## src/rtl/banked_rf_pkg.sv

```systemverilog
package banked_rf_pkg;
  localparam int ARCH_W     = 4;
  localparam int NUM_GP     = 30;
  localparam int GP_IDX_W   = $clog2(NUM_GP);
  localparam int NUM_SPSR   = 5;
  localparam int SPSR_IDX_W = $clog2(NUM_SPSR);
  localparam int FIQ_FIRST  = 8;
  localparam int FIQ_BASE   = 15;
  localparam int SHORT_FIRST = 13;
  localparam int SHORT_BASE = 22;
  localparam logic [ARCH_W-1:0] PC_ADDR = 4'd15;

  typedef enum logic [4:0] {
    MODE_USR = 5'b10000,
    MODE_FIQ = 5'b10001,
    MODE_IRQ = 5'b10010,
    MODE_SVC = 5'b10011,
    MODE_ABT = 5'b10111,
    MODE_UND = 5'b11011,
    MODE_SYS = 5'b11111
  } mode_e;

  // slot among modes banking only r13/r14; 7 = none
  function automatic logic [2:0] short_slot(input logic [4:0] m);
    case (m)
      MODE_IRQ: return 3'd0;
      MODE_SVC: return 3'd1;
      MODE_ABT: return 3'd2;
      MODE_UND: return 3'd3;
      default:  return 3'd7;
    endcase
  endfunction

  function automatic logic [GP_IDX_W-1:0] gp_index(input logic [4:0] m, input logic ub,
                                                   input logic [ARCH_W-1:0] a);
    logic [2:0] s;
    logic [GP_IDX_W-1:0] r;
    s = short_slot(m);
    r = GP_IDX_W'(a);
    if (!ub && a != PC_ADDR) begin
      if (m == MODE_FIQ && a >= ARCH_W'(FIQ_FIRST))
        r = GP_IDX_W'(FIQ_BASE - FIQ_FIRST) + GP_IDX_W'(a);
      else if (s != 3'd7 && a >= ARCH_W'(SHORT_FIRST))
        r = GP_IDX_W'(SHORT_BASE - SHORT_FIRST) + GP_IDX_W'({s, 1'b0}) + GP_IDX_W'(a);
    end
    return r;
  endfunction

  function automatic logic [SPSR_IDX_W:0] spsr_slot(input logic [4:0] m);
    case (m)
      MODE_FIQ: return {1'b1, SPSR_IDX_W'(0)};
      MODE_IRQ: return {1'b1, SPSR_IDX_W'(1)};
      MODE_SVC: return {1'b1, SPSR_IDX_W'(2)};
      MODE_ABT: return {1'b1, SPSR_IDX_W'(3)};
      MODE_UND: return {1'b1, SPSR_IDX_W'(4)};
      default:  return '0;
    endcase
  endfunction
endpackage

```

## src/rtl/banked_rf_map.sv

```systemverilog
module banked_rf_map
  import banked_rf_pkg::*;
(
  input  logic [4:0]          mode_i,
  input  logic                user_bank_i,
  input  logic [ARCH_W-1:0]   addr_i,
  output logic [GP_IDX_W-1:0] idx_o,
  output logic                is_pc_o
);
  always_comb begin
    idx_o   = gp_index(mode_i, user_bank_i, addr_i);
    is_pc_o = (addr_i == PC_ADDR);
  end
endmodule

```

## src/rtl/banked_rf_gpr.sv

```systemverilog
module banked_rf_gpr
  import banked_rf_pkg::*;
#(
  parameter int DATA_W    = 32,
  parameter int PC_OFFSET = 8
) (
  input  logic                clk_i,
  input  logic                rst_ni,
  input  logic [GP_IDX_W-1:0] rd_a_idx_i,
  input  logic                rd_a_pc_i,
  output logic [DATA_W-1:0]   rd_a_data_o,
  input  logic [GP_IDX_W-1:0] rd_b_idx_i,
  input  logic                rd_b_pc_i,
  output logic [DATA_W-1:0]   rd_b_data_o,
  input  logic                wr_en_i,
  input  logic [GP_IDX_W-1:0] wr_idx_i,
  input  logic                wr_pc_i,
  input  logic [DATA_W-1:0]   wr_data_i,
  input  logic                pc_wr_en_i,
  input  logic [DATA_W-1:0]   pc_wr_data_i,
  output logic [DATA_W-1:0]   pc_o
);
  localparam logic [DATA_W-1:0] PC_ADD = DATA_W'(PC_OFFSET);

  logic [NUM_GP-1:0][DATA_W-1:0] regs_q;
  logic [NUM_GP-1:0]             gp_we;
  logic [DATA_W-1:0]             pc_q;
  logic [DATA_W-1:0]             pc_rd;

  assign pc_rd = pc_q + PC_ADD;
  assign pc_o  = pc_q;

  for (genvar i = 0; i < NUM_GP; i++) begin : g_reg
    assign gp_we[i] = wr_en_i && !wr_pc_i && (wr_idx_i == GP_IDX_W'(i));
    always_ff @(posedge clk_i or negedge rst_ni) begin
      if (!rst_ni)       regs_q[i] <= '0;
      else if (gp_we[i]) regs_q[i] <= wr_data_i;
    end

    reg_hold_chk: assert property (@(posedge clk_i) disable iff (!rst_ni)
      !gp_we[i] |=> $stable(regs_q[i]));
  end

  always_ff @(posedge clk_i or negedge rst_ni) begin
    if (!rst_ni)                 pc_q <= '0;
    else if (wr_en_i && wr_pc_i) pc_q <= wr_data_i;
    else if (pc_wr_en_i)         pc_q <= pc_wr_data_i;
  end

  always_comb begin
    rd_a_data_o = rd_a_pc_i ? pc_rd : regs_q[rd_a_idx_i];
    rd_b_data_o = rd_b_pc_i ? pc_rd : regs_q[rd_b_idx_i];
  end


  gp_write_chk: assert property (@(posedge clk_i) disable iff (!rst_ni)
    (wr_en_i && !wr_pc_i) |=> regs_q[$past(wr_idx_i)] == $past(wr_data_i));

  pc_prio_chk: assert property (@(posedge clk_i) disable iff (!rst_ni)
    (wr_en_i && wr_pc_i) |=> pc_q == $past(wr_data_i));

  pc_port_chk: assert property (@(posedge clk_i) disable iff (!rst_ni)
    (pc_wr_en_i && !(wr_en_i && wr_pc_i)) |=> pc_q == $past(pc_wr_data_i));

  one_write_chk: assert property (@(posedge clk_i) disable iff (!rst_ni) $onehot0(gp_we));
endmodule

```

## src/rtl/banked_rf_psr.sv

```systemverilog
module banked_rf_psr
  import banked_rf_pkg::*;
#(
  parameter int DATA_W = 32
) (
  input  logic              clk_i,
  input  logic              rst_ni,
  input  logic [4:0]        mode_i,
  input  logic              cpsr_wr_en_i,
  input  logic [DATA_W-1:0] cpsr_wr_data_i,
  output logic [DATA_W-1:0] cpsr_o,
  input  logic              spsr_wr_en_i,
  input  logic [DATA_W-1:0] spsr_wr_data_i,
  output logic [DATA_W-1:0] spsr_o
);
  logic [NUM_SPSR-1:0][DATA_W-1:0] spsr_q;
  logic [DATA_W-1:0]               cpsr_q;
  logic [SPSR_IDX_W:0]             slot;
  logic                            slot_vld;
  logic [SPSR_IDX_W-1:0]           slot_idx;

  assign slot     = spsr_slot(mode_i);
  assign slot_vld = slot[SPSR_IDX_W];
  assign slot_idx = slot[SPSR_IDX_W-1:0];

  always_ff @(posedge clk_i or negedge rst_ni) begin
    if (!rst_ni)           cpsr_q <= '0;
    else if (cpsr_wr_en_i) cpsr_q <= cpsr_wr_data_i;
  end

  for (genvar i = 0; i < NUM_SPSR; i++) begin : g_spsr
    always_ff @(posedge clk_i or negedge rst_ni) begin
      if (!rst_ni)
        spsr_q[i] <= '0;
      else if (spsr_wr_en_i && slot_vld && slot_idx == SPSR_IDX_W'(i))
        spsr_q[i] <= spsr_wr_data_i;
    end
  end

  assign cpsr_o = cpsr_q;
  assign spsr_o = slot_vld ? spsr_q[slot_idx] : '0;


  spsr_ignore_chk: assert property (@(posedge clk_i) disable iff (!rst_ni)
    (spsr_wr_en_i && !slot_vld) |=> $stable(spsr_q));

  cpsr_write_chk: assert property (@(posedge clk_i) disable iff (!rst_ni)
    cpsr_wr_en_i |=> cpsr_q == $past(cpsr_wr_data_i));

  spsr_user_chk: assert property (@(posedge clk_i) disable iff (!rst_ni)
    !slot_vld |-> spsr_o == '0);
endmodule

```

## src/rtl/banked_regfile.sv

```systemverilog
module banked_regfile
  import banked_rf_pkg::*;
#(
  parameter int DATA_W    = 32,
  parameter int PC_OFFSET = 8
) (
  input  logic              clk_i,
  input  logic              rst_ni,
  input  logic [4:0]        mode_i,
  input  logic              user_bank_i,
  input  logic [3:0]        rd_a_addr_i,
  output logic [DATA_W-1:0] rd_a_data_o,
  input  logic [3:0]        rd_b_addr_i,
  output logic [DATA_W-1:0] rd_b_data_o,
  input  logic              wr_en_i,
  input  logic [3:0]        wr_addr_i,
  input  logic [DATA_W-1:0] wr_data_i,
  input  logic              pc_wr_en_i,
  input  logic [DATA_W-1:0] pc_wr_data_i,
  output logic [DATA_W-1:0] pc_o,
  input  logic              cpsr_wr_en_i,
  input  logic [DATA_W-1:0] cpsr_wr_data_i,
  output logic [DATA_W-1:0] cpsr_o,
  input  logic              spsr_wr_en_i,
  input  logic [DATA_W-1:0] spsr_wr_data_i,
  output logic [DATA_W-1:0] spsr_o
);
  localparam int NUM_PORTS = 3;  // read A, read B, write

  logic [NUM_PORTS-1:0][3:0]          port_addr;
  logic [NUM_PORTS-1:0][GP_IDX_W-1:0] port_idx;
  logic [NUM_PORTS-1:0]               port_pc;

  assign port_addr = {wr_addr_i, rd_b_addr_i, rd_a_addr_i};

  for (genvar p = 0; p < NUM_PORTS; p++) begin : g_map
    banked_rf_map u_map (
      .mode_i      (mode_i),
      .user_bank_i (user_bank_i),
      .addr_i      (port_addr[p]),
      .idx_o       (port_idx[p]),
      .is_pc_o     (port_pc[p])
    );
  end

  banked_rf_gpr #(.DATA_W(DATA_W), .PC_OFFSET(PC_OFFSET)) u_gpr (
    .clk_i        (clk_i),
    .rst_ni       (rst_ni),
    .rd_a_idx_i   (port_idx[0]),
    .rd_a_pc_i    (port_pc[0]),
    .rd_a_data_o  (rd_a_data_o),
    .rd_b_idx_i   (port_idx[1]),
    .rd_b_pc_i    (port_pc[1]),
    .rd_b_data_o  (rd_b_data_o),
    .wr_en_i      (wr_en_i),
    .wr_idx_i     (port_idx[2]),
    .wr_pc_i      (port_pc[2]),
    .wr_data_i    (wr_data_i),
    .pc_wr_en_i   (pc_wr_en_i),
    .pc_wr_data_i (pc_wr_data_i),
    .pc_o         (pc_o)
  );

  banked_rf_psr #(.DATA_W(DATA_W)) u_psr (
    .clk_i          (clk_i),
    .rst_ni         (rst_ni),
    .mode_i         (mode_i),
    .cpsr_wr_en_i   (cpsr_wr_en_i),
    .cpsr_wr_data_i (cpsr_wr_data_i),
    .cpsr_o         (cpsr_o),
    .spsr_wr_en_i   (spsr_wr_en_i),
    .spsr_wr_data_i (spsr_wr_data_i),
    .spsr_o         (spsr_o)
  );


  pc_read_chk: assert property (@(posedge clk_i) disable iff (!rst_ni)
    (pc_wr_en_i && !wr_en_i) |=> (rd_a_addr_i != 4'd15) ||
      rd_a_data_o == $past(pc_wr_data_i) + DATA_W'(PC_OFFSET));
endmodule

```

## config.mk

```make
export PLATFORM = sky130hd
export DESIGN_NAME = banked_regfile
export DESIGN_NICKNAME = d
export VERILOG_FILES = /design/src/rtl/banked_rf_pkg.sv /design/src/rtl/banked_rf_map.sv /design/src/rtl/banked_rf_gpr.sv /design/src/rtl/banked_rf_psr.sv /design/src/rtl/banked_regfile.sv
export SDC_FILE = /design/constraint.sdc
export NUM_CORES = 2
export LEC_CHECK = 0
export BUFFER_PORTS_ARGS = -buffer_cell sky130_fd_sc_hd__buf_2
export CAP_MARGIN = 20
export CORE_MARGIN = 8
export CORE_UTILIZATION = 25
export DETAILED_ROUTE_END_ITERATION = 8
export SLEW_MARGIN = 0
export SYNTH_ARGS = -nofsm -noshare
export SYNTH_HDL_FRONTEND = slang
export SYNTH_SLANG_ARGS = --single-unit
```

## constraint.sdc

```tcl
create_clock -name clk_i -period 5.3 [get_ports clk_i]
set_input_delay 0.53 -clock clk_i [delete_from_list [all_inputs] [get_ports clk_i]]
set_output_delay 0.53 -clock clk_i [all_outputs]
set_load 0.01 [all_outputs]
```

* After elaboration in Yosys (flattened, before gate mapping)
Index checks and enable logic that the tools add are counted.
Storage, ports and cells: bits in registers 1184, word-level logic and storage cells 173, bits of input ports 152, output and inout port bits 160
Operators by class: muxes and demuxes 22, magnitude comparators 9, reduce and logical (&&, ||, !) cells 52, equal/unequal tests 45, add/sub/neg operators 8
Operators by type and width (number):
- $bmux 32 s5 | 2
- $mux 32 | 8
- $bmux 32 s3 | 1
- $eq 5x5->1 const B | 19
- $logic_and 1x1->1 | 47
- $mux 5 | 9
- $eq 5x4->1 const B | 8
- $add 32x4->32 const B | 1
- $ge 4x4->1 const B | 6
- $eq 5x3->1 const B | 4
- $pmux 4 s5 | 1
- $add 3x4->5 const A | 3
- $add 5x4->5 | 3
- $eq 4x4->1 const B | 3
- $lt 5x6->1 const B | 2
- $ne 4x4->1 const B | 3
- $pmux 3 s4 | 1
- $eq 5x2->1 const B | 2
- $eq 3x2->1 const B | 2
- $add 4x4->5 const A | 1
- $eq 5x1->1 const B | 1
- $logic_not 5->1 | 1
- $lt 3x4->1 const B | 1
- $eq 3x1->1 const B | 1
- 5 further kinds | 6

* Longest topological paths before layout
word-level depth 10, gate-level depth with buffers 18, mapped depth without buffers 14

* By module
Synthesis repeated with hierarchy kept, for this count alone.
Second synthesis, totals: cell total of the unflattened synthesis 4822, area, all modules 64673.3 um^2
By module, submodules not included:
- banked_rf_gpr | cells each 3929, times used 1, area an instance 54382.2 um^2, sequential area each 24823.8 um^2
- banked_rf_psr | cells each 728, times used 1, area an instance 8917.3 um^2, sequential area each 4804.6 um^2
- banked_rf_map | cells each 55, times used 3, area an instance 457.9 um^2, sequential area each 0.0 um^2

* Worst setup path after synthesis
Ideal clock, no wire load.
kind input-to-output, start point input mode_i[1], end point output rd_b_data_o[25], data arrival time 3896 ps, buffers on the path 2, stages 15, required time 4770 ps, slack 874 ps, path through nand2_2 nor2_1 nand3_1 clkbuf_1 and2_1 fa_1 xnor2_1 nand3_1 a311oi_4 buf_4 nand2_1 a32o_1 a2111oi_0 o21ai_1 a31oi_1
On the way: word-level cells in the longest chain between the ends 10, elaborated cells between the ends (all ways) 17, those cells by class add/sub (2); eq/ne (6); mux (7); reduce/logical (2)
RTL lines:
- start, declared | RTL line banked_regfile.sv:9 | input logic [4:0] mode_i,
- $eq 5x5->1 | RTL line banked_rf_pkg.sv:25 | case (m)
- $pmux 3 s4 | RTL line banked_rf_pkg.sv:25
- $add 4x4->5 or $ne 3x3->1 (tied branches) | RTL line banked_rf_pkg.sv:44, banked_rf_pkg.sv:43
- $add 5x4->5 or $logic_and 1x1->1 (tied branches) | RTL line banked_rf_pkg.sv:44, banked_rf_pkg.sv:43
- $mux 5 | RTL line banked_rf_pkg.sv:43 | else if (s != 3'd7 && a >= ARCH_W'(SHORT_FIRST))
- $mux 5 (*) | RTL line banked_rf_pkg.sv:41 | if (m == MODE_FIQ && a >= ARCH_W'(FIQ_FIRST))
- $mux 5 (*) | RTL line banked_rf_pkg.sv:40 | if (!ub && a != PC_ADDR) begin
- $bmux 32 s5 (*) | RTL line banked_rf_gpr.sv:52 | rd_b_data_o = rd_b_pc_i ? pc_rd : regs_q[rd_b_idx_i];
- $mux 32 (not written as such) (*) | RTL line banked_rf_gpr.sv:52
- $mux 32 (*) | RTL line banked_rf_gpr.sv:52
- end, declared | RTL line banked_regfile.sv:14 | output logic [DATA_W-1:0] rd_b_data_o,
Mark *: on every way between the ends. The rest lies on a longest branch, timed or not. The select of a mux whose other input is x is not followed.

* Final worst setup path
start point input rd_b_addr_i[1], end point output rd_b_data_o[24]
On the way: word-level cells in the longest chain between the ends 8, elaborated cells between the ends (all ways) 15, those cells by class add/sub (2); order compare (2); eq/ne (2); mux (6); reduce/logical (3)
RTL lines:
- start, declared | RTL line banked_regfile.sv:13 | input logic [3:0] rd_b_addr_i,
- $ge 4x4->1 | RTL line banked_rf_pkg.sv:43
- $logic_and 1x1->1 | RTL line banked_rf_pkg.sv:43
- $mux 5 | RTL line banked_rf_pkg.sv:43
- $mux 5 | RTL line banked_rf_pkg.sv:41
- $mux 5 | RTL line banked_rf_pkg.sv:40
- $bmux 32 s5 | RTL line banked_rf_gpr.sv:52
- $mux 32 (not written as such) | RTL line banked_rf_gpr.sv:52
- $mux 32 (*) | RTL line banked_rf_gpr.sv:52
Marked as above.

==> run summary <==
Routed WL -> 287 mm
cells after synthesis -> 6,119
CTS sink count -> 1,184
final-layout fill cell count -> 26,365
Chip Height -> 524 um
Post-Syn Nets -> 6,293
Setup CP Type -> in -> out
routed len/inst -> 28.8 um
Worst VDD drop -> 0.000235 V
Die Wd -> 524 um
area growth from synthesis to layout -> 20.7%
Synth area leader -> dfrtp_1
EDFF count, synth -> 0
LEAKAGE -> 33.9 nW
synthesized area -> 64,600 um^2
Power Total -> 0.0270 W
Final Hold Fails -> 0
setup tns final -> 0 ps
share of cells above drive strength 1 -> 0.328
TritonCTS clock tree -> built
IO Port Bufs -> 311
clock-pin slew on the worst setup and hold paths -> 60 ps
CTS Root Cell -> clkbuf_16
Slew @ Worst Pin -> 1120 ps
pwr dens -> 346 nW/um^2
Worst Hold Class -> in -> reg
routed via count -> 57,428
final antenna-violating net count -> 0
run status -> finished clean
post-synthesis sequential area ratio -> 0.459
drc violations -> 0
vias in the first global route -> 56,762
Final Max Slew Viols -> 0
Detailed Routing Iterations Pass 1 -> 6
Fmax -> 191 MHz
Worst R2R Setup Slack -> 4120 ps
distinct cell type count after synthesis -> 88
nets -> 6,620
final worst-path cycle share -> 0.987
ys flop type -> dfrtp_1
synthesized area per cell -> 10.6 um^2
Clock Skews -> 0 ps
Startpoint Class -> input pin
GR Util All Layers -> 0.199
Final setup viols -> 0
Num CTS Buffers -> 144
first-pass GRT wire length -> 406 mm
site row count -> 186
# Max-Cap Violations -> 0
Slew HR -> 0.243
deepest clock path buffer count -> 3
Finished Core Util -> 0.303
htree depth -> 4
RSZ-0062 raised after global routing -> no
Ports -> 312
share of the synthesized area in the top cell type -> 0.459
Req. time, crit path -> 4770 ps
starting density of the core -> 0.251
yosys synthesis warning count -> 0
worst path arrival time -> 4700 ps
Post-synth ARST share -> 1.00
register bit total from synthesis -> 1,184
Via density -> 5.76
Die ar. -> 275,000 um^2
HPWL after detailed placement -> 182 mm
Worst-Skew Late Latency -> 810 ps
crit path time final -> 5230 ps
Critical Path End Type -> output port
area of the core -> 257,000 um^2
initial DRC count -> 7,680
initial antenna violation count -> 37
Synth area leaders -> dfrtp_1 46%, mux2_2 20%, o22ai_1 4.6%
largest net degree at the start of global routing -> 162
crit-path max FO -> 65
gpl congestion -> 0.935
remaining global-route overflow -> 0
-- per-layer routing --
| metal | vias to the layer above | share of wire | GRT usage |
|---|---|---|---|
| met2 | 3777 | 0.43 | 0.303 |
| met4 | 20 | 0.076 | 0.130 |
| met5 | - | 0.00046 | 0 |
| met1 | 28951 | 0.38 | 0.247 |
| met3 | 1001 | 0.11 | 0.0555 |
| li1 | 23679 | - | - |
-- critical path, cell delays in order --
cell and delay (ps):
buf_2 270, inv_1 110, ha_1 210, nor2b_1 150
or3_4 370, nor3_4 500, buf_12 450, a21o_1 440
nand2_1 190, nor2_2 110, buf_4 400, a22o_1 200
a211o_1 160, a31oi_1 190, buf_4 220, buf_2 140
-- cells by family after synthesis --
| family | Yosys count | share of synthesized area |
|---|---|---|
| compound gates | 1423 | 0.148 |
| xor+xnor | 35 | 0.00486 |
| fa+ha+maj | 24 | 0.00496 |
| buf+inv | 612 | 0.0408 |
| flops | 1184 | 0.459 |
| mux | 1418 | 0.245 |
| simple gates | 1423 | 0.0983 |
-- layout by cell type (no fill, tap or decap), types with 15 or more instances in the layout --
cell              n
nand4_1          16
dfrtp_1        1184
clkbuf_1         34
dlygate4sd3_1    86
and3_1           46
nor2_1          231
mux2_2         1128
diode_2          16
a221o_1          29
clkinv_2         18
xnor2_1          18
mux2i_1         223
a22oi_1         120
a221oi_1         72
o32ai_1          20
o21ai_0         191
nand3_1         236
mux2_1           57
a211oi_1         37
a21oi_1         178
clkbuf_8         23
and2_1           15
nand2_2          17
inv_1            15
buf_12           89
nand2_1         563
o221ai_1         43
a311oi_1         15
nor3_1          191
o211ai_1         27
buf_2           308
nor2_4           17
clkbuf_16       148
ha_1             19
buf_4           293
o22ai_1         472
a31oi_1          77
nor4_1           26
-- flip-flops by register name, indices dropped and copies added, names as in the netlist --
signal        cells
u_gpr.pc_o       32
u_gpr.regs_q    960
u_psr.cpsr_o     32
u_psr.spsr_q    160
-- synthesized netlist by cell type, types with 13 or more instances --
master	count
nand2_1	577
nand3_1	242
o22ai_1	473
buf_4	21
o21ai_0	192
buf_1	64
mux2_1	57
a311oi_1	15
o221ai_1	43
a211oi_1	39
o32ai_1	21
a221oi_1	72
nor4_1	27
mux2_2	1128
a31oi_1	77
and2_1	18
buf_2	188
mux2i_1	223
ha_1	19
a221o_1	29
xor2_1	14
clkbuf_1	320
xnor2_1	20
inv_1	15
o211ai_1	27
a21oi_1	180
nor3_1	194
a211o_1	13
dfrtp_1	1184
a22oi_1	120
nor2_1	251
nand4_1	16
and3_1	48
-- worst paths after layout --
path | startpoint | to | depth (start not counted)
worst max-delay path | rd_b_addr_i[1] | rd_b_data_o[24] | 16
worst min register to register | u_psr.spsr_q[51] | u_psr.spsr_q[51] | 1
max in group asynchronous | rst_ni | u_gpr.regs_q[491] | 3
worst max register to register | u_gpr.pc_o[13] | u_gpr.pc_o[13] | 3
worst min-delay path | pc_wr_data_i[9] | u_gpr.pc_o[9] | 3
min in group asynchronous | rst_ni | u_psr.spsr_q[22] | 2
-- layout make-up --
| type | instances | area, um^2 | area share |
|---|---|---|---|
| sequential | 1184 | 29600 | 0.380 |
| tap | 3384 | 4230 | 0.0543 |
| clock inverter | 57 | 728 | 0.00934 |
| antenna | 16 | 40.0 | 0.000514 |
| inverter | 16 | 60.1 | 0.000771 |
| multi-input combinational | 4324 | 32700 | 0.420 |
| clock buffer | 205 | 4150 | 0.0532 |
| timing repair buffer | 776 | 6380 | 0.0819 |
-- stage by stage --
| step | cells | setup WS [ps] | hold slack (ps) | instance area [um^2] |
|---|---|---|---|---|
| finish | 9962 | 69.9 | 55.8 | 77900 |
| global route | 9954 | 1.83 | 36.5 | 77900 |
| floorplan | 6119 | 874 | 234 | 64600 |
| detailed placement | 9593 | -107 | 481 | 72100 |
| global placement | 9593 | -76.3 | 475 | 72100 |
| CTS | 9941 | 106 | 1.58 | 77800 |
-- timing repair --
item | in CTS | in global routing
gates cloned | 0 | 1
hold buffers | 86 | 0
setup endpoints to repair | 4 | 14
endpoints found under the hold margin | 255 | 0
pin swaps | 0 | 1
setup buffers | 0 | 4
gates resized for setup | 4 | 1
-- where the power goes --
part           switching, W  internal (W)  total [W]  leakage, nW
sequential          0.00114        0.0103     0.0114         15.4
combinational       0.00291       0.00237    0.00528         16.1
clock               0.00422       0.00606     0.0103         2.36
total               0.00827        0.0187     0.0270         33.9
(Power assumes the default switching activity.)
